`config.mk`:
```
export PLATFORM = sky130hd
export DESIGN_NAME = apb_dntimer
export DESIGN_NICKNAME = d
export VERILOG_FILES = /design/src/rtl/tmr_pkg.sv /design/src/rtl/tmr_sync.sv /design/src/rtl/tmr_regif.sv /design/src/rtl/tmr_core.sv /design/src/rtl/apb_dntimer.sv
export SDC_FILE = /design/constraint.sdc
export NUM_CORES = 1
export LEC_CHECK = 0
export ABC_AREA = 1
export BUFFER_PORTS_ARGS = -buffer_cell sky130_fd_sc_hd__buf_4
export CELL_PAD_IN_SITES_DETAIL_PLACEMENT = 0
export CELL_PAD_IN_SITES_GLOBAL_PLACEMENT = 1
export CORE_MARGIN = 4
export CORE_UTILIZATION = 30
export DETAILED_ROUTE_END_ITERATION = 8
export PLACE_DENSITY = 0.68
export SLEW_MARGIN = 10
export SYNTH_ARGS = -nofsm -noshare
export SYNTH_HDL_FRONTEND = slang
export SYNTH_SLANG_ARGS = --single-unit
```
`constraint.sdc`:
```
create_clock -name clk -period 2.1 [get_ports clk]
set_clock_uncertainty 0.2 [all_clocks]
set_input_delay 0.21 -clock clk [delete_from_list [all_inputs] [get_ports clk]]
set_output_delay 0.21 -clock clk [all_outputs]
set_load 0.05 [all_outputs]
```
`src/rtl/tmr_pkg.sv`:
```
package tmr_pkg;
  // word indices of the registers (byte offset >> 2)
  localparam int unsigned IDX_CTRL = 0;
  localparam int unsigned IDX_CUR  = 1;
  localparam int unsigned IDX_RLD  = 2;
  localparam int unsigned IDX_PEND = 3;

  localparam int unsigned CTRL_W = 4;

  // packed: first member is the MSB (bit 3)
  typedef struct packed {
    logic irq_en;    // bit 3
    logic clk_sel;   // bit 2
    logic gate_sel;  // bit 1
    logic run;       // bit 0
  } ctrl_t;
endpackage

```
`src/rtl/tmr_sync.sv`:
```
module tmr_sync #(
  parameter int unsigned STAGES = 2
) (
  input  logic clk,
  input  logic rst,
  input  logic din,
  output logic level,
  output logic rise
);
  logic [STAGES-1:0] chain_q;
  logic              last_q;

  always_ff @(posedge clk) begin
    if (rst) begin
      chain_q <= '0;
      last_q  <= 1'b0;
    end else begin
      chain_q <= {chain_q[STAGES-2:0], din};
      last_q  <= chain_q[STAGES-1];
    end
  end

  assign level = chain_q[STAGES-1];
  assign rise  = chain_q[STAGES-1] & ~last_q;
endmodule

```
`src/rtl/tmr_regif.sv`:
```
module tmr_regif
  import tmr_pkg::*;
#(
  parameter int unsigned ADDR_W = 12,
  parameter int unsigned DATA_W = 32
) (
  input  logic              clk,
  input  logic              rst,
  input  logic              psel,
  input  logic              penable,
  input  logic              pwrite,
  input  logic [ADDR_W-1:0] paddr,
  input  logic [DATA_W-1:0] pwdata,
  input  logic [DATA_W-1:0] cnt,
  input  logic              pend,
  output ctrl_t             ctrl,
  output logic [DATA_W-1:0] reload,
  output logic              cur_wr,
  output logic              clr_wr,
  output logic [DATA_W-1:0] prdata
);
  localparam int unsigned IW = ADDR_W - 2;

  logic [IW-1:0]     idx;
  logic              wr_stb;
  logic              rd_cap;
  logic [DATA_W-1:0] rd_mux;
  logic              unused_lsb;

  assign idx        = paddr[ADDR_W-1:2];
  assign unused_lsb = ^paddr[1:0];
  assign wr_stb     = psel & penable & pwrite;
  assign rd_cap     = psel & ~penable & ~pwrite;

  assign cur_wr = wr_stb && (idx == IW'(IDX_CUR));
  assign clr_wr = wr_stb && (idx == IW'(IDX_PEND)) && pwdata[0];

  always_ff @(posedge clk) begin
    if (rst) begin
      ctrl   <= '0;
      reload <= '0;
    end else if (wr_stb) begin
      if (idx == IW'(IDX_CTRL)) ctrl   <= ctrl_t'(pwdata[CTRL_W-1:0]);
      if (idx == IW'(IDX_RLD))  reload <= pwdata;
    end
  end

  always_comb begin
    rd_mux = '0;
    if (idx == IW'(IDX_CTRL))      rd_mux = {{(DATA_W-CTRL_W){1'b0}}, ctrl};
    else if (idx == IW'(IDX_CUR))  rd_mux = cnt;
    else if (idx == IW'(IDX_RLD))  rd_mux = reload;
    else if (idx == IW'(IDX_PEND)) rd_mux = {{(DATA_W-1){1'b0}}, pend};
  end

  // sample during setup so the access phase sees a flop output
  always_ff @(posedge clk) begin
    if (rst)         prdata <= '0;
    else if (rd_cap) prdata <= rd_mux;
  end
endmodule

```
`src/rtl/tmr_core.sv`:
```
module tmr_core
  import tmr_pkg::*;
#(
  parameter int unsigned DATA_W = 32
) (
  input  logic              clk,
  input  logic              rst,
  input  ctrl_t             ctrl,
  input  logic [DATA_W-1:0] reload,
  input  logic              cur_wr,
  input  logic [DATA_W-1:0] wdata,
  input  logic              clr_wr,
  input  logic              ext_lvl,
  input  logic              ext_rise,
  output logic [DATA_W-1:0] cnt,
  output logic              pend,
  output logic              irq
);
  logic tick;
  logic hit;

  always_comb begin
    if (!ctrl.run)         tick = 1'b0;
    else if (ctrl.clk_sel) tick = ext_rise;
    else if (ctrl.gate_sel) tick = ext_lvl;
    else                   tick = 1'b1;
  end

  assign hit = tick && !cur_wr && (cnt == DATA_W'(1));

  always_ff @(posedge clk) begin
    if (rst) begin
      cnt <= '0;
    end else if (cur_wr) begin
      cnt <= wdata;
    end else if (tick) begin
      cnt <= (cnt == '0) ? reload : cnt - DATA_W'(1);
    end
  end

  // setting wins over a simultaneous clear
  always_ff @(posedge clk) begin
    if (rst)         pend <= 1'b0;
    else if (hit)    pend <= 1'b1;
    else if (clr_wr) pend <= 1'b0;
  end

  assign irq = pend & ctrl.irq_en;
endmodule

```
`src/rtl/apb_dntimer.sv`:
```
module apb_dntimer
  import tmr_pkg::*;
#(
  parameter int unsigned ADDR_W    = 12,
  parameter int unsigned DATA_W    = 32,
  parameter int unsigned SYNC_STGS = 2
) (
  input  logic              clk,
  input  logic              rst,
  input  logic              psel,
  input  logic              penable,
  input  logic              pwrite,
  input  logic [ADDR_W-1:0] paddr,
  input  logic [DATA_W-1:0] pwdata,
  output logic [DATA_W-1:0] prdata,
  output logic              pready,
  output logic              pslverr,
  input  logic              ext_in,
  output logic              irq
);
  ctrl_t             ctrl_q;
  logic [DATA_W-1:0] reload_q;
  logic [DATA_W-1:0] cnt_q;
  logic              pend_q;
  logic              cur_wr;
  logic              clr_wr;
  logic              ext_lvl;
  logic              ext_rise;

  assign pready  = 1'b1;
  assign pslverr = 1'b0;

  tmr_sync #(.STAGES(SYNC_STGS)) u_sync (
    .clk(clk), .rst(rst), .din(ext_in), .level(ext_lvl), .rise(ext_rise)
  );

  tmr_regif #(.ADDR_W(ADDR_W), .DATA_W(DATA_W)) u_regif (
    .clk(clk), .rst(rst), .psel(psel), .penable(penable), .pwrite(pwrite),
    .paddr(paddr), .pwdata(pwdata), .cnt(cnt_q), .pend(pend_q),
    .ctrl(ctrl_q), .reload(reload_q), .cur_wr(cur_wr), .clr_wr(clr_wr),
    .prdata(prdata)
  );

  tmr_core #(.DATA_W(DATA_W)) u_core (
    .clk(clk), .rst(rst), .ctrl(ctrl_q), .reload(reload_q), .cur_wr(cur_wr),
    .wdata(pwdata), .clr_wr(clr_wr), .ext_lvl(ext_lvl), .ext_rise(ext_rise),
    .cnt(cnt_q), .pend(pend_q), .irq(irq)
  );
endmodule

```
Yosys cells after proc, flatten, opt, wreduce, memory -nomap -nowiden
Cells that the tools add are included.

Bits in registers: 104. Input bits: 50. Logic and storage cells: 48.

Add/sub/neg operators: 1. Equality and inequality tests: 4. Mux-type cells: 12. Bitwise gates (word level): 9. Reduce and logical (&&, ||, !) cells: 12.

Operators with widths (count): 32-bit 2-to-1 mux (6); 32-bit by 1-bit == test with 1-bit output, second input constant (1); 32-bit zero test (1); 32-bit by 1-bit subtractor with 32-bit output, second input constant (1); 10-bit by 2-bit == test with 1-bit output, second input constant (2); 10-bit by 1-bit == test with 1-bit output, second input constant (1); 10-bit zero test (1); 1-bit AND (6); 1-bit 2-to-1 mux (6); 1-bit logical AND (5); 2-bit AND reduction (2); 2-bit nonzero test (2); 1-bit NOT (3); 1-bit zero test (1).

Longest topological paths before layout
Gate-level depths: netlist (run 1).

Depth in word-level cells: 7. Depth in mapped cells: 13. Depth with buffers taken out: 12.

Hierarchy
Synthesis (run 1) repeated with hierarchy kept, for this count alone.

Cell total of the unflattened synthesis: 949. Area total of the unflattened synthesis: 6045.8 um^2.

Modules (own cells, without submodules): tmr_regif (instances 1, cells an instance 437, area each 3123.0 um^2); tmr_core (instances 1, cells an instance 498, area each 2813.9 um^2); tmr_sync (instances 1, cells an instance 10, area each 86.3 um^2); apb_dntimer (instances 1, cells an instance 4, area each 22.5 um^2).

Worst setup path after synthesis (run 1)
No wires, ideal clock.

Path type: register to register. Start point: register u_core.cnt[0]. End point: register u_core.cnt[18]. Data arrival time: 1.476 ns. Setup slack: 0.296 ns. Cell stages (with the launch flop): 11. Path buffers: 1. Clock period less this slack: 1.804 ns. Cells stage by stage: dfxtp_1 -> inv_1 -> ha_1 -> nand2_4 -> inv_2 -> nand3_4 -> nor3_4 -> buf_6 -> nand2_2 -> a21oi_1 -> nor2_1.

Longest elaborated chain between the ends: 4. Elaborated cells between the ends (all ways): 5. Classes of those cells: add/sub (1); mux (3); reduce/logical (1).

Ends and longest elaborated chain: start: declaration (RTL line tmr_core.sv:15) `output logic [DATA_W-1:0] cnt,`; start signal: assignment (RTL line tmr_core.sv:35) `cnt <= wdata;`; start signal: assignment (RTL line tmr_core.sv:37) `cnt <= (cnt == '0) ? reload : cnt - DATA_W'(1);`; 32-bit by 1-bit subtractor with 32-bit output / 32-bit zero test (equally long branches) (RTL line tmr_core.sv:37); 32-bit 2-to-1 mux * (RTL line tmr_core.sv:37); 32-bit 2-to-1 mux * (RTL line tmr_core.sv:36) `end else if (tick) begin`; 32-bit 2-to-1 mux * (RTL line tmr_core.sv:34) `end else if (cur_wr) begin`.

Every way passes the cells marked *; elsewhere a longest branch is shown, timed or not. The select of a mux whose other input is x is not followed. A chain may end at the register's enable or synchronous reset.

Worst setup path after layout (run 1)
Start point: register u_core.cnt[0]. End point: register u_core.cnt[15].

The elaborated chain is that of the path after synthesis.

==> flow_summary.html, run 1 <==
<table>
<tr><th>Metric</th><th>Value</th></tr>
<tr><th colspan="2">Global route</th></tr>
<tr><td>Residual overflow from global routing</td><td>0</td></tr>
<tr><td>Pin count of the biggest net entering global routing</td><td>65</td></tr>
<tr><td>Global-route usage over all layers</td><td>17.0%</td></tr>
<tr><td>Wire length of the first global-routing pass</td><td>30000 um</td></tr>
<tr><td>Initial antenna violation count</td><td>0</td></tr>
<tr><td>Via count of the first global-routing pass</td><td>5824</td></tr>
<tr><th colspan="2">Min path</th></tr>
<tr><td>Hold WC Path Type</td><td>input port to register</td></tr>
<tr><th colspan="2">Critical path</th></tr>
<tr><td>CP Class</td><td>register to register</td></tr>
<tr><td>CP Data Arrival Time</td><td>1.99 ns</td></tr>
<tr><td>Maximum fanout along the worst path</td><td>5</td></tr>
<tr><td>Setup crit start kind</td><td>register</td></tr>
<tr><td>Worst EP required</td><td>2.19 ns</td></tr>
<tr><td>Crit path capture type</td><td>register</td></tr>
<tr><th colspan="2">Clock network</th></tr>
<tr><td>Clock Sinks</td><td>104</td></tr>
<tr><td>Root buffer cell</td><td>clkbuf_16</td></tr>
<tr><td>Number of levels in the clock H-tree</td><td>3</td></tr>
<tr><td>Inserted Clock Buffers</td><td>9</td></tr>
<tr><td>CTS clock-pin slew for the worst setup and hold paths</td><td>0.07 ns</td></tr>
<tr><td># Post-CTS Setup Buffers</td><td>0</td></tr>
<tr><td>Clk Latency, worst-skew pair</td><td>0.36 ns</td></tr>
<tr><td>Clock tree buffer depth</td><td>2</td></tr>
<tr><td>TritonCTS clock tree</td><td>done</td></tr>
<tr><th colspan="2">Yosys</th></tr>
<tr><td>Library cell occupying the most area in the post-synthesis netlist</td><td>dfxtp_1</td></tr>
<tr><td>Post-synthesis share of cell area spent on xor and xnor gates</td><td>2.56%</td></tr>
<tr><td>Mean area per synthesized cell</td><td>6.57 um^2</td></tr>
<tr><td>Seq/Total Area, Yosys</td><td>35.8%</td></tr>
<tr><td>Proportion of register bits with asynchronous set or reset after synthesis</td><td>0%</td></tr>
<tr><td>Mapped Cells</td><td>885</td></tr>
<tr><td>Most used DFF post-synth</td><td>dfxtp_1</td></tr>
<tr><td>Share of synthesized cell area in full adder, half adder and majority cells</td><td>0.430%</td></tr>
<tr><td>Fraction of the mapped netlist area in simple logic gates</td><td>29.4%</td></tr>
<tr><td>Leading cell types by count after synthesis</td><td>nand2_1, inv_1, dfxtp_1, a21oi_1, nor2_1</td></tr>
<tr><td>Combinational family with the most area after synthesis</td><td>simple AND/OR/NAND/NOR gates</td></tr>
<tr><td>Area contributors post-synth</td><td>dfxtp_1, nand2_1, a21oi_1</td></tr>
<tr><td>Most common cell in the netlist</td><td>nand2_1</td></tr>
<tr><td>Area fraction of the dominant cell type after synthesis</td><td>35.8%</td></tr>
<tr><td>Synthesized net count</td><td>937</td></tr>
<tr><td>Number of distinct library cell variants in the gate-level netlist after synthesis</td><td>32</td></tr>
<tr><td>Synthesized flop and latch total</td><td>104</td></tr>
<tr><td>Synth Area in Compound Gates</td><td>19.7%</td></tr>
<tr><td>EDFF count, synth</td><td>0</td></tr>
<tr><td>Multiplexer share of the synthesized area</td><td>0%</td></tr>
<tr><td>Total number of yosys warnings</td><td>0</td></tr>
<tr><td>Cell area after synthesis</td><td>5810 um^2</td></tr>
<tr><th colspan="2">Floorplan</th></tr>
<tr><td>Starting density of the core</td><td>30.8%</td></tr>
<tr><td>Number of rows created at floorplan</td><td>50</td></tr>
<tr><td>Overall die area</td><td>21700 um^2</td></tr>
<tr><td>Vertical extent of the die</td><td>147 um</td></tr>
<tr><td>Die span in x</td><td>147 um</td></tr>
<tr><td># IOs</td><td>85</td></tr>
<tr><td>Area of the core</td><td>18900 um^2</td></tr>
<tr><th colspan="2">Detailed routing</th></tr>
<tr><td>Vias after detailed routing</td><td>5821</td></tr>
<tr><td>TritonRoute pass-1 iters</td><td>4</td></tr>
<tr><td>Final wirelength</td><td>17800 um</td></tr>
<tr><td>Post-detailed-route DRC marker count</td><td>0</td></tr>
<tr><td>Via density</td><td>4.60</td></tr>
<tr><td>Number of DRC markers after the initial detailed-route iteration</td><td>302</td></tr>
<tr><td>Wire length per cell after detailed routing</td><td>14.1 um</td></tr>
<tr><td>Residual antenna-violating net count after detailed routing</td><td>0</td></tr>
<tr><th colspan="2">Timing</th></tr>
<tr><td>Worst Max-Slew Pin Slew</td><td>0.600 ns</td></tr>
<tr><td>Final-layout setup total negative slack</td><td>0 ns</td></tr>
<tr><td>Clock period minus final worst setup slack</td><td>1.89 ns</td></tr>
<tr><td>Ratio of final minimum period to clock period</td><td>90.2%</td></tr>
<tr><td>RSZ-0062 raised after global routing</td><td>false</td></tr>
<tr><td>Final hold violation count</td><td>0</td></tr>
<tr><td>Final count of negative-setup-slack endpoints</td><td>0</td></tr>
<tr><td>Highest achievable clock rate</td><td>528 MHz</td></tr>
<tr><td>Max_slew headroom</td><td>59.9%</td></tr>
<tr><td>Max-slew violation count</td><td>0</td></tr>
<tr><th colspan="2">Outcome</th></tr>
<tr><td>Outcome</td><td>completed</td></tr>
<tr><th colspan="2">Pwr</th></tr>
<tr><td>Static leakage</td><td>3.25 nW</td></tr>
<tr><td>Worst supply voltage drop on vdd</td><td>0.382 mV</td></tr>
<tr><td>Pwr/cell area</td><td>544 nW/um^2</td></tr>
<tr><th colspan="2">Final layout</th></tr>
<tr><td>Share of final-layout standard cells stronger than drive strength 1</td><td>17.4%</td></tr>
<tr><td>Filler cells</td><td>2118</td></tr>
<tr><td>Finished layout cell area</td><td>7480 um^2</td></tr>
<tr><td>Synth-to-Final Area Change</td><td>28.7%</td></tr>
<tr><td>Number of nets in the layout</td><td>1053</td></tr>
<tr><td>Inserted Diodes</td><td>0</td></tr>
<tr><td>Post-layout utilization of the core</td><td>39.6%</td></tr>
<tr><th colspan="2">Placement</th></tr>
<tr><td>Instance area after placement</td><td>6810 um^2</td></tr>
<tr><td>DP Wirelength</td><td>12900 um</td></tr>
<tr><td>Port bufs</td><td>80</td></tr>
<tr><td>Routability congestion estimate</td><td>0.846</td></tr>
<tr><th colspan="2">Flow run</th></tr>
<tr><td>MaxCap Viol Count</td><td>0</td></tr>
</table>
-- state kept, by name, summed over array words and instances, names as in the netlist --
| register | count |
|---|---|
| u_core.cnt | 32 |
| u_regif.prdata | 32 |
| u_regif.reload | 32 |
| u_regif.ctrl | 4 |
| u_sync.chain_q | 2 |
| u_core.pend | 1 |
| u_sync.last_q | 1 |
-- metrics by stage --
step | hold WS, ns | setup WS, ns | power, W | cells
2_1_floorplan | 0.117 | 0.296 | 0.00212 | 885
3_3_place_gp | 0.203 | 0.140 | 0.00224 | 1216
3_5_place_dp | 0.206 | 0.0957 | 0.00224 | 1216
4_1_cts | 0.0964 | 0.0937 | 0.00413 | 1266
5_1_grt | 0.120 | 0.00182 | 0.00422 | 1266
6_report | 0.103 | 0.205 | 0.00407 | 1266
-- cell usage in the layout (no fill, tap or decap), drive strengths merged --
cell	netlist	routed
nand2	212	212
inv	127	127
a31oi	3	3
buf	17	113
nor2	92	92
a21oi	97	97
ha	2	2
dfxtp	104	104
o211ai	6	6
clkinv	0	1
o22ai	26	26
dlygate4sd3	0	34
nand4	7	7
bufinv	0	1
conb	2	2
clkbuf	25	14
xor2	16	16
o21ai	83	83
a211oi	2	2
xnor2	1	1
nand3	55	55
nor3	8	8
-- kinds of logic (layout without fill, tap and decap cells) --
family                   Yosys count  in the layout
AND/OR/NAND/NOR                  374            374
AO/OA/AOI/OAI                    217            217
buffers and inverters            169            290
flip-flops                       104            104
XOR/XNOR                          17             17
adder cells (fa/ha/maj)            2              2
other                              2              2
-- layout make-up --
cell class                 count  area, um^2  area share (%)
clock inverter                 2        35.0           0.468
clock buffer                  14         284            3.80
sequential                   104        2080            27.8
tap                          260         325            4.35
timing repair buffer         147        1230            16.4
inverter                     127         477            6.37
multi-input combinational    612        3050            40.8
-- metal layers --
| metal | up-vias | wire length, um | track usage, % |
|---|---|---|---|
| li1 | 3080 | - | - |
| met1 | 2651 | 8560 | 22.7 |
| met2 | 78 | 8580 | 28.8 |
| met3 | 12 | 508 | 3.55 |
| met4 | 0 | 146 | 3.08 |
| met5 | - | 0 | 0 |
-- critical path, stage by stage, from the launching register on --
cell and delay [ns]:
dfxtp_1 0.33, inv_1 0.10, ha_2 0.22, nand2_4 0.10
nor2_8 0.16, nand4_1 0.27, inv_1 0.15, nand2_1 0.06
nand2_1 0.06, nand2_1 0.04, a21oi_1 0.14
-- timing repair --
item                                    CTS  global route
resized for setup                         0             3
endpoints found under the hold margin    59             0
endpoints found under the setup margin    0            13
hold buffers                             34             0
-- report_power, final --
group	switching (W)	internal (W)	total, W
clock network	0.000776	0.00105	0.00183
logic	0.000139	0.000125	0.000263
registers	0.00000189	0.00198	0.00198
-- path summary, 6_finish.rpt --
kind / from / end / slack (ns) / cells after the start
worst min-delay path: paddr[2] / u_regif.prdata[2] / 0.10 / 5
worst max register to register: u_core.cnt[0] / u_core.cnt[15] / 0.21 / 10
worst max-delay path: u_core.cnt[0] / u_core.cnt[15] / 0.21 / 10
worst min register to register: u_sync.chain_q[0] / u_sync.chain_q[1] / 0.22 / 2
No activity file was read; power rests on OpenSTA's default activity.
==> run 2, diff against run 1 <==
--- a/config.mk
+++ b/config.mk
@@ -7,7 +7,7 @@
 export LEC_CHECK = 0
 export ABC_AREA = 1
 export BUFFER_PORTS_ARGS = -buffer_cell sky130_fd_sc_hd__buf_4
-export CELL_PAD_IN_SITES_DETAIL_PLACEMENT = 0
+export CELL_PAD_IN_SITES_DETAIL_PLACEMENT = 1
 export CELL_PAD_IN_SITES_GLOBAL_PLACEMENT = 1
 export CORE_MARGIN = 4
 export CORE_UTILIZATION = 30
==> constraint.sdc (replaced) <==
create_clock -name clk -period 2.28 [get_ports clk]
set_clock_uncertainty 0.2 [all_clocks]
set_input_delay 0.228 -clock clk [delete_from_list [all_inputs] [get_ports clk]]
set_output_delay 0.228 -clock clk [all_outputs]
set_load 0.05 [all_outputs]
==> run 2 against run 1 <==
Die area did not move. Design area down 1.5%. Global-route usage up 0.92 points. Critical endpoint is now u_core.cnt[3].
==> flow_summary.html, run 2 (synthesis gave the netlist of run 1 again) <==
<table>
<tr><th>Metric</th><th>Value</th></tr>
<tr><th colspan="2">Outcome</th></tr>
<tr><td>Outcome</td><td>completed</td></tr>
<tr><th colspan="2">Clock network</th></tr>
<tr><td>Root buffer cell</td><td>clkbuf_16</td></tr>
<tr><td>Clk Latency, worst-skew pair</td><td>0.36 ns</td></tr>
<tr><td>Clock Sinks</td><td>104</td></tr>
<tr><td>TritonCTS clock tree</td><td>done</td></tr>
<tr><td>Hold-fix buffer count after cts</td><td>32</td></tr>
<tr><td>CTS clock-pin slew for the worst setup and hold paths</td><td>0.07 ns</td></tr>
<tr><td>Number of levels in the clock H-tree</td><td>3</td></tr>
<tr><td>Number of cells upsized or downsized after cts</td><td>0</td></tr>
<tr><td>Inserted Clock Buffers</td><td>9</td></tr>
<tr><td>Clock tree buffer depth</td><td>2</td></tr>
<tr><td># Post-CTS Setup Buffers</td><td>0</td></tr>
<tr><th colspan="2">Final layout</th></tr>
<tr><td>Filler cells</td><td>2485</td></tr>
<tr><td>Top library cells by usage in the layout, fill and taps aside</td><td>nand2_1, inv_1, buf_4, dfxtp_1, a21oi_1</td></tr>
<tr><td>Regs by FF count</td><td>u_core.cnt (32), u_regif.prdata (32), u_regif.reload (32)</td></tr>
<tr><td>Share of final-layout standard cells stronger than drive strength 1</td><td>16.8%</td></tr>
<tr><td>Commonest non-fill, non-tap cell in the layout</td><td>nand2_1</td></tr>
<tr><td>Number of nets in the layout</td><td>1045</td></tr>
<tr><td>Inserted Diodes</td><td>0</td></tr>
<tr><td>Synth-to-Final Area Change</td><td>26.8%</td></tr>
<tr><td>Finished layout cell area</td><td>7370 um^2</td></tr>
<tr><th colspan="2">Placement</th></tr>
<tr><td>Routability congestion estimate</td><td>0.865</td></tr>
<tr><td>DP Wirelength</td><td>13800 um</td></tr>
<tr><td>Instance area after placement</td><td>6750 um^2</td></tr>
<tr><td>Port bufs</td><td>80</td></tr>
<tr><th colspan="2">Pwr</th></tr>
<tr><td>Worst supply voltage drop on vdd</td><td>0.340 mV</td></tr>
<tr><td>Static leakage</td><td>3.19 nW</td></tr>
<tr><td>Pwr/cell area</td><td>497 nW/um^2</td></tr>
<tr><th colspan="2">Floorplan</th></tr>
<tr><td>Number of rows created at floorplan</td><td>50</td></tr>
<tr><td>Starting density of the core</td><td>30.8%</td></tr>
<tr><td>Die span in x</td><td>147 um</td></tr>
<tr><td>Overall die area</td><td>21700 um^2</td></tr>
<tr><td>Vertical extent of the die</td><td>147 um</td></tr>
<tr><td>Area of the core</td><td>18900 um^2</td></tr>
<tr><td># IOs</td><td>85</td></tr>
<tr><th colspan="2">Timing</th></tr>
<tr><td>Final-layout setup total negative slack</td><td>0 ns</td></tr>
<tr><td>Ratio of final minimum period to clock period</td><td>91.7%</td></tr>
<tr><td>Max_slew headroom</td><td>56.3%</td></tr>
<tr><td>Max-slew violation count</td><td>0</td></tr>
<tr><td>Highest achievable clock rate</td><td>478 MHz</td></tr>
<tr><td>RSZ-0062 raised after global routing</td><td>false</td></tr>
<tr><td>Worst Max-Slew Pin Slew</td><td>0.655 ns</td></tr>
<tr><td>Final count of negative-setup-slack endpoints</td><td>0</td></tr>
<tr><td>Final hold violation count</td><td>0</td></tr>
<tr><td>Clock period minus final worst setup slack</td><td>2.09 ns</td></tr>
<tr><th colspan="2">Detailed routing</th></tr>
<tr><td>Number of DRC markers after the initial detailed-route iteration</td><td>242</td></tr>
<tr><td>TritonRoute pass-1 iters</td><td>4</td></tr>
<tr><td>Residual antenna-violating net count after detailed routing</td><td>0</td></tr>
<tr><td>Final wirelength</td><td>18900 um</td></tr>
<tr><td>Post-detailed-route DRC marker count</td><td>0</td></tr>
<tr><td>Vias after detailed routing</td><td>6046</td></tr>
<tr><td>Via density</td><td>4.81</td></tr>
<tr><td>Wire length per cell after detailed routing</td><td>15.0 um</td></tr>
<tr><th colspan="2">Critical path</th></tr>
<tr><td>Worst R2R Setup Slack</td><td>0.19 ns</td></tr>
<tr><td>Crit path capture type</td><td>register</td></tr>
<tr><td>CP Data Arrival Time</td><td>2.17 ns</td></tr>
<tr><td>Maximum fanout along the worst path</td><td>10</td></tr>
<tr><td>CP Class</td><td>register to register</td></tr>
<tr><td>Setup crit start kind</td><td>register</td></tr>
<tr><td>Worst EP required</td><td>2.36 ns</td></tr>
<tr><th colspan="2">Global route</th></tr>
<tr><td>Initial antenna violation count</td><td>0</td></tr>
<tr><td>Via count of the first global-routing pass</td><td>6178</td></tr>
<tr><td>Wire length of the first global-routing pass</td><td>31800 um</td></tr>
<tr><td>Global-route usage over all layers</td><td>17.9%</td></tr>
<tr><td>Residual overflow from global routing</td><td>0</td></tr>
<tr><td>Pin count of the biggest net entering global routing</td><td>65</td></tr>
<tr><th colspan="2">Min path</th></tr>
<tr><td>Hold WC Path Type</td><td>input port to register</td></tr>
<tr><th colspan="2">Flow run</th></tr>
<tr><td>MaxCap Viol Count</td><td>0</td></tr>
</table>
run 2: critical path, cell delays in order (launching register included):
cell,delay [ns]
dfxtp_1,0.33
inv_1,0.12
ha_1,0.25
nand2_4,0.12
nor2_8,0.16
nand3_4,0.12
nor2_4,0.14
nand2_2,0.20
nand2_1,0.13
nand3_1,0.08
a21oi_1,0.17
run 2: final timing paths:
check	from	end	cells after the start
worst max-delay path	u_core.cnt[0]	u_core.cnt[3]	10
worst min-delay path	pwdata[21]	u_core.cnt[21]	5
worst max register to register	u_core.cnt[0]	u_core.cnt[3]	10
worst min register to register	u_sync.chain_q[0]	u_sync.chain_q[1]	2
run 2: report_power, final:
group          switching, W  internal (W)  leakage [nW]
combinational      0.000133      0.000114          2.20
clock              0.000717      0.000881         0.145
sequential       0.00000177       0.00182         0.838
total              0.000852       0.00281          3.19
run 2: layer usage:
| layer | part of all wire (%) | up-vias | track usage [%] |
|---|---|---|---|
| met3 | 2.9 | 11 | 2.90 |
| li1 | - | 3066 | - |
| met4 | 1.1 | 0 | 4.10 |
| met1 | 48 | 2902 | 23.8 |
| met5 | 0 | - | 0 |
| met2 | 48 | 67 | 30.8 |
run 2: metrics by stage:
stage | utilization (%) | instances | setup slack [ns] | power (W) | hold WS (ns)
finish | 39.0 | 1258 | 0.189 | 0.00367 | 0.0118
global route | 39.0 | 1258 | 0.0175 | 0.00382 | 0.0263
CTS | 39.0 | 1258 | 0.160 | 0.00373 | 0.000570
detailed placement | 35.7 | 1210 | 0.218 | 0.00207 | 0.198
global placement | 35.7 | 1210 | 0.260 | 0.00207 | 0.203
floorplan | - | 885 | 0.476 | 0.00195 | 0.135
run 2: area by class of cell:
type	instances	area [um^2]	area share (%)
clock buffer	11	243	3.29
clock inverter	5	56.3	0.764
inverter	127	477	6.47
multi-input combinational	612	3040	41.2
sequential	104	2080	28.2
tap	260	325	4.41
timing repair buffer	139	1150	15.6
==> run 3, diff against run 2 <==
--- a/config.mk
+++ b/config.mk
@@ -12,7 +12,8 @@
 export CORE_MARGIN = 4
 export CORE_UTILIZATION = 30
 export DETAILED_ROUTE_END_ITERATION = 8
-export PLACE_DENSITY = 0.68
+export PLACE_DENSITY_LB_ADDON = 0.1
+export SETUP_SLACK_MARGIN = 0.1
 export SLEW_MARGIN = 10
 export SYNTH_ARGS = -nofsm -noshare
 export SYNTH_HDL_FRONTEND = slang
==> run 3 against run 2 <==
Global-route usage barely moved. First-iteration DRC count decreased by 4.1%. Via count down 2.1%. Combinational power decreased by 2%. Power down 2.7%. Critical path type unchanged. Critical endpoint is now u_core.cnt[30]. Largest power group unchanged.
==> flow_summary.html, run 3 (synthesis gave the netlist of run 1 again) <==
<table>
<tr><th>Metric</th><th>Value</th></tr>
<tr><th colspan="2">Outcome</th></tr>
<tr><td>Outcome</td><td>completed</td></tr>
<tr><th colspan="2">Critical path</th></tr>
<tr><td>Worst EP required</td><td>2.37 ns</td></tr>
<tr><td>Maximum fanout along the worst path</td><td>4</td></tr>
<tr><td>Cell with the largest stage delay on the worst path</td><td>dfxtp_1</td></tr>
<tr><td>Critical Path Max Stage Delay</td><td>0.34 ns</td></tr>
<tr><td>CP Class</td><td>register to register</td></tr>
<tr><td>CP Buf/Inv Count</td><td>1</td></tr>
<tr><td>CP Data Arrival Time</td><td>2.08 ns</td></tr>
<tr><td>Setup crit start kind</td><td>register</td></tr>
<tr><td>Crit path capture type</td><td>register</td></tr>
<tr><td>Cell family with the largest share of critical-path delay</td><td>simple AND/OR/NAND/NOR gates</td></tr>
<tr><td>Critical path cell sequence</td><td>inv_1, ha_2, nand2_4, nor2_2, nand2_1, nor2_1, xor2_1, nand3_1, a21oi_1</td></tr>
<tr><th colspan="2">Global route</th></tr>
<tr><td>Residual overflow from global routing</td><td>0</td></tr>
<tr><td>Pin count of the biggest net entering global routing</td><td>65</td></tr>
<tr><td>Global-route usage over all layers</td><td>18.0%</td></tr>
<tr><td>Initial antenna violation count</td><td>0</td></tr>
<tr><td>Via count of the first global-routing pass</td><td>6088</td></tr>
<tr><td>Wire length of the first global-routing pass</td><td>31700 um</td></tr>
<tr><th colspan="2">Min path</th></tr>
<tr><td>Hold WC Path Type</td><td>input port to register</td></tr>
<tr><th colspan="2">Timing</th></tr>
<tr><td>Final worst slack</td><td>0.294 ns</td></tr>
<tr><td>Max_slew headroom</td><td>58.3%</td></tr>
<tr><td>Ratio of final minimum period to clock period</td><td>87.1%</td></tr>
<tr><td>Worst Max-Slew Pin Slew</td><td>0.625 ns</td></tr>
<tr><td>Highest achievable clock rate</td><td>504 MHz</td></tr>
<tr><td>Max-slew violation count</td><td>0</td></tr>
<tr><td>Final hold violation count</td><td>0</td></tr>
<tr><td>Final-layout setup total negative slack</td><td>0 ns</td></tr>
<tr><td>Clock period minus final worst setup slack</td><td>1.99 ns</td></tr>
<tr><td>RSZ-0062 raised after global routing</td><td>false</td></tr>
<tr><td>Final count of negative-setup-slack endpoints</td><td>0</td></tr>
<tr><th colspan="2">Detailed routing</th></tr>
<tr><td>TritonRoute pass-1 iters</td><td>4</td></tr>
<tr><td>Post-detailed-route DRC marker count</td><td>0</td></tr>
<tr><td>Vias after detailed routing</td><td>5920</td></tr>
<tr><td>Final wirelength</td><td>19200 um</td></tr>
<tr><td>Via density</td><td>4.70</td></tr>
<tr><td>Number of DRC markers after the initial detailed-route iteration</td><td>232</td></tr>
<tr><td>Wire length per cell after detailed routing</td><td>15.2 um</td></tr>
<tr><td>Residual antenna-violating net count after detailed routing</td><td>0</td></tr>
<tr><th colspan="2">Final layout</th></tr>
<tr><td>Share of final-layout standard cells stronger than drive strength 1</td><td>16.9%</td></tr>
<tr><td>Commonest non-fill, non-tap cell in the layout</td><td>nand2_1</td></tr>
<tr><td>Synth-to-Final Area Change</td><td>27.1%</td></tr>
<tr><td>Top library cells by usage in the layout, fill and taps aside</td><td>nand2_1, inv_1, buf_4, dfxtp_1, a21oi_1</td></tr>
<tr><td>Filler cells</td><td>2479</td></tr>
<tr><td>Inserted Diodes</td><td>0</td></tr>
<tr><td>Post-layout utilization of the core</td><td>39.1%</td></tr>
<tr><td>Regs by FF count</td><td>u_core.cnt (32), u_regif.prdata (32), u_regif.reload (32)</td></tr>
<tr><td>Number of nets in the layout</td><td>1047</td></tr>
<tr><th colspan="2">Floorplan</th></tr>
<tr><td>Number of rows created at floorplan</td><td>50</td></tr>
<tr><td>Vertical extent of the die</td><td>147 um</td></tr>
<tr><td>Starting density of the core</td><td>30.8%</td></tr>
<tr><td>Overall die area</td><td>21700 um^2</td></tr>
<tr><td># IOs</td><td>85</td></tr>
<tr><td>Die span in x</td><td>147 um</td></tr>
<tr><td>Area of the core</td><td>18900 um^2</td></tr>
<tr><th colspan="2">Flow run</th></tr>
<tr><td>MaxCap Viol Count</td><td>0</td></tr>
<tr><th colspan="2">Clock network</th></tr>
<tr><td># Post-CTS Setup Buffers</td><td>0</td></tr>
<tr><td>Clk Latency, worst-skew pair</td><td>0.36 ns</td></tr>
<tr><td>Number of levels in the clock H-tree</td><td>3</td></tr>
<tr><td>TritonCTS clock tree</td><td>done</td></tr>
<tr><td>Inserted Clock Buffers</td><td>9</td></tr>
<tr><td>Clock Sinks</td><td>104</td></tr>
<tr><td>CTS clock-pin slew for the worst setup and hold paths</td><td>0.07 ns</td></tr>
<tr><td>Root buffer cell</td><td>clkbuf_16</td></tr>
<tr><td>Clock tree buffer depth</td><td>2</td></tr>
<tr><th colspan="2">Placement</th></tr>
<tr><td>Setup slack after placement</td><td>0.177 ns</td></tr>
<tr><td>Port bufs</td><td>80</td></tr>
<tr><td>DP Wirelength</td><td>14000 um</td></tr>
<tr><td>Routability congestion estimate</td><td>0.823</td></tr>
<tr><th colspan="2">Pwr</th></tr>
<tr><td>Pwr/cell area</td><td>483 nW/um^2</td></tr>
<tr><td>Worst supply voltage drop on vdd</td><td>0.317 mV</td></tr>
<tr><td>Net switching power figure</td><td>0.000843 W</td></tr>
<tr><td>Sequential fraction of design power</td><td>51.0%</td></tr>
<tr><td>Static leakage</td><td>3.19 nW</td></tr>
<tr><td>Switching Fraction</td><td>23.6%</td></tr>
<tr><td>Int Power</td><td>0.00273 W</td></tr>
<tr><td>Combinational share of power</td><td>6.8%</td></tr>
<tr><td>Clock network power share</td><td>42.1%</td></tr>
<tr><td>Overall power of the completed layout</td><td>0.00357 W</td></tr>
</table>
-- run 3: cell type report --
| type | instances | area [um^2] | share of cell area, % |
|---|---|---|---|
| clock buffer | 12 | 256 | 3.47 |
| clock inverter | 3 | 17.5 | 0.237 |
| inverter | 127 | 479 | 6.49 |
| multi-input combinational | 612 | 3060 | 41.4 |
| sequential | 104 | 2080 | 28.2 |
| tap | 260 | 325 | 4.40 |
| timing repair buffer | 141 | 1170 | 15.8 |
-- run 3: routing by layer --
metal	up-vias	routed length [um]	GRT usage (%)
li1	3056	-	-
met1	2798	9370	23.9
met2	58	9290	31.2
met3	8	409	2.96
met4	0	123	3.08
met5	-	0	0
-- run 3: metrics by stage --
step,cell area [um^2],hold slack (ns),cells
3_3_place_gp,6760,0.190,1211
2_1_floorplan,5810,0.135,885
5_1_grt,7390,0.0741,1259
6_report,7390,0.0674,1259
3_5_place_dp,6760,0.202,1211
4_1_cts,7360,0.0554,1259
-- run 3: power by group through the flow --
stage | clock network, W | registers, W | logic [W]
5_1_grt | 0.00163 | 0.00182 | 0.000268
2_1_floorplan | 0 | 0.00187 | 0.0000808
3_3_place_gp | 0 | 0.00186 | 0.000201
6_report | 0.00150 | 0.00182 | 0.000243
3_5_place_dp | 0 | 0.00186 | 0.000202
4_1_cts | 0.00157 | 0.00182 | 0.000247
-- run 3: path summary, 6_finish.rpt --
path                                         from                 to  slack, ns  cells after the start
worst min-delay path                          rst     u_core.cnt[18]       0.07                      2
worst max-delay path                u_core.cnt[0]     u_core.cnt[30]       0.29                      9
worst max register to register      u_core.cnt[0]     u_core.cnt[30]       0.29                      9
worst min register to register  u_sync.chain_q[0]  u_sync.chain_q[1]       0.20                      2
-- run 3: what timing repair did --
item / in CTS / in global routing
setup endpoints to repair: 0 / 17
gates resized for setup: 0 / 7
hold buffers: 33 / 0
endpoints found under the hold margin: 36 / 0
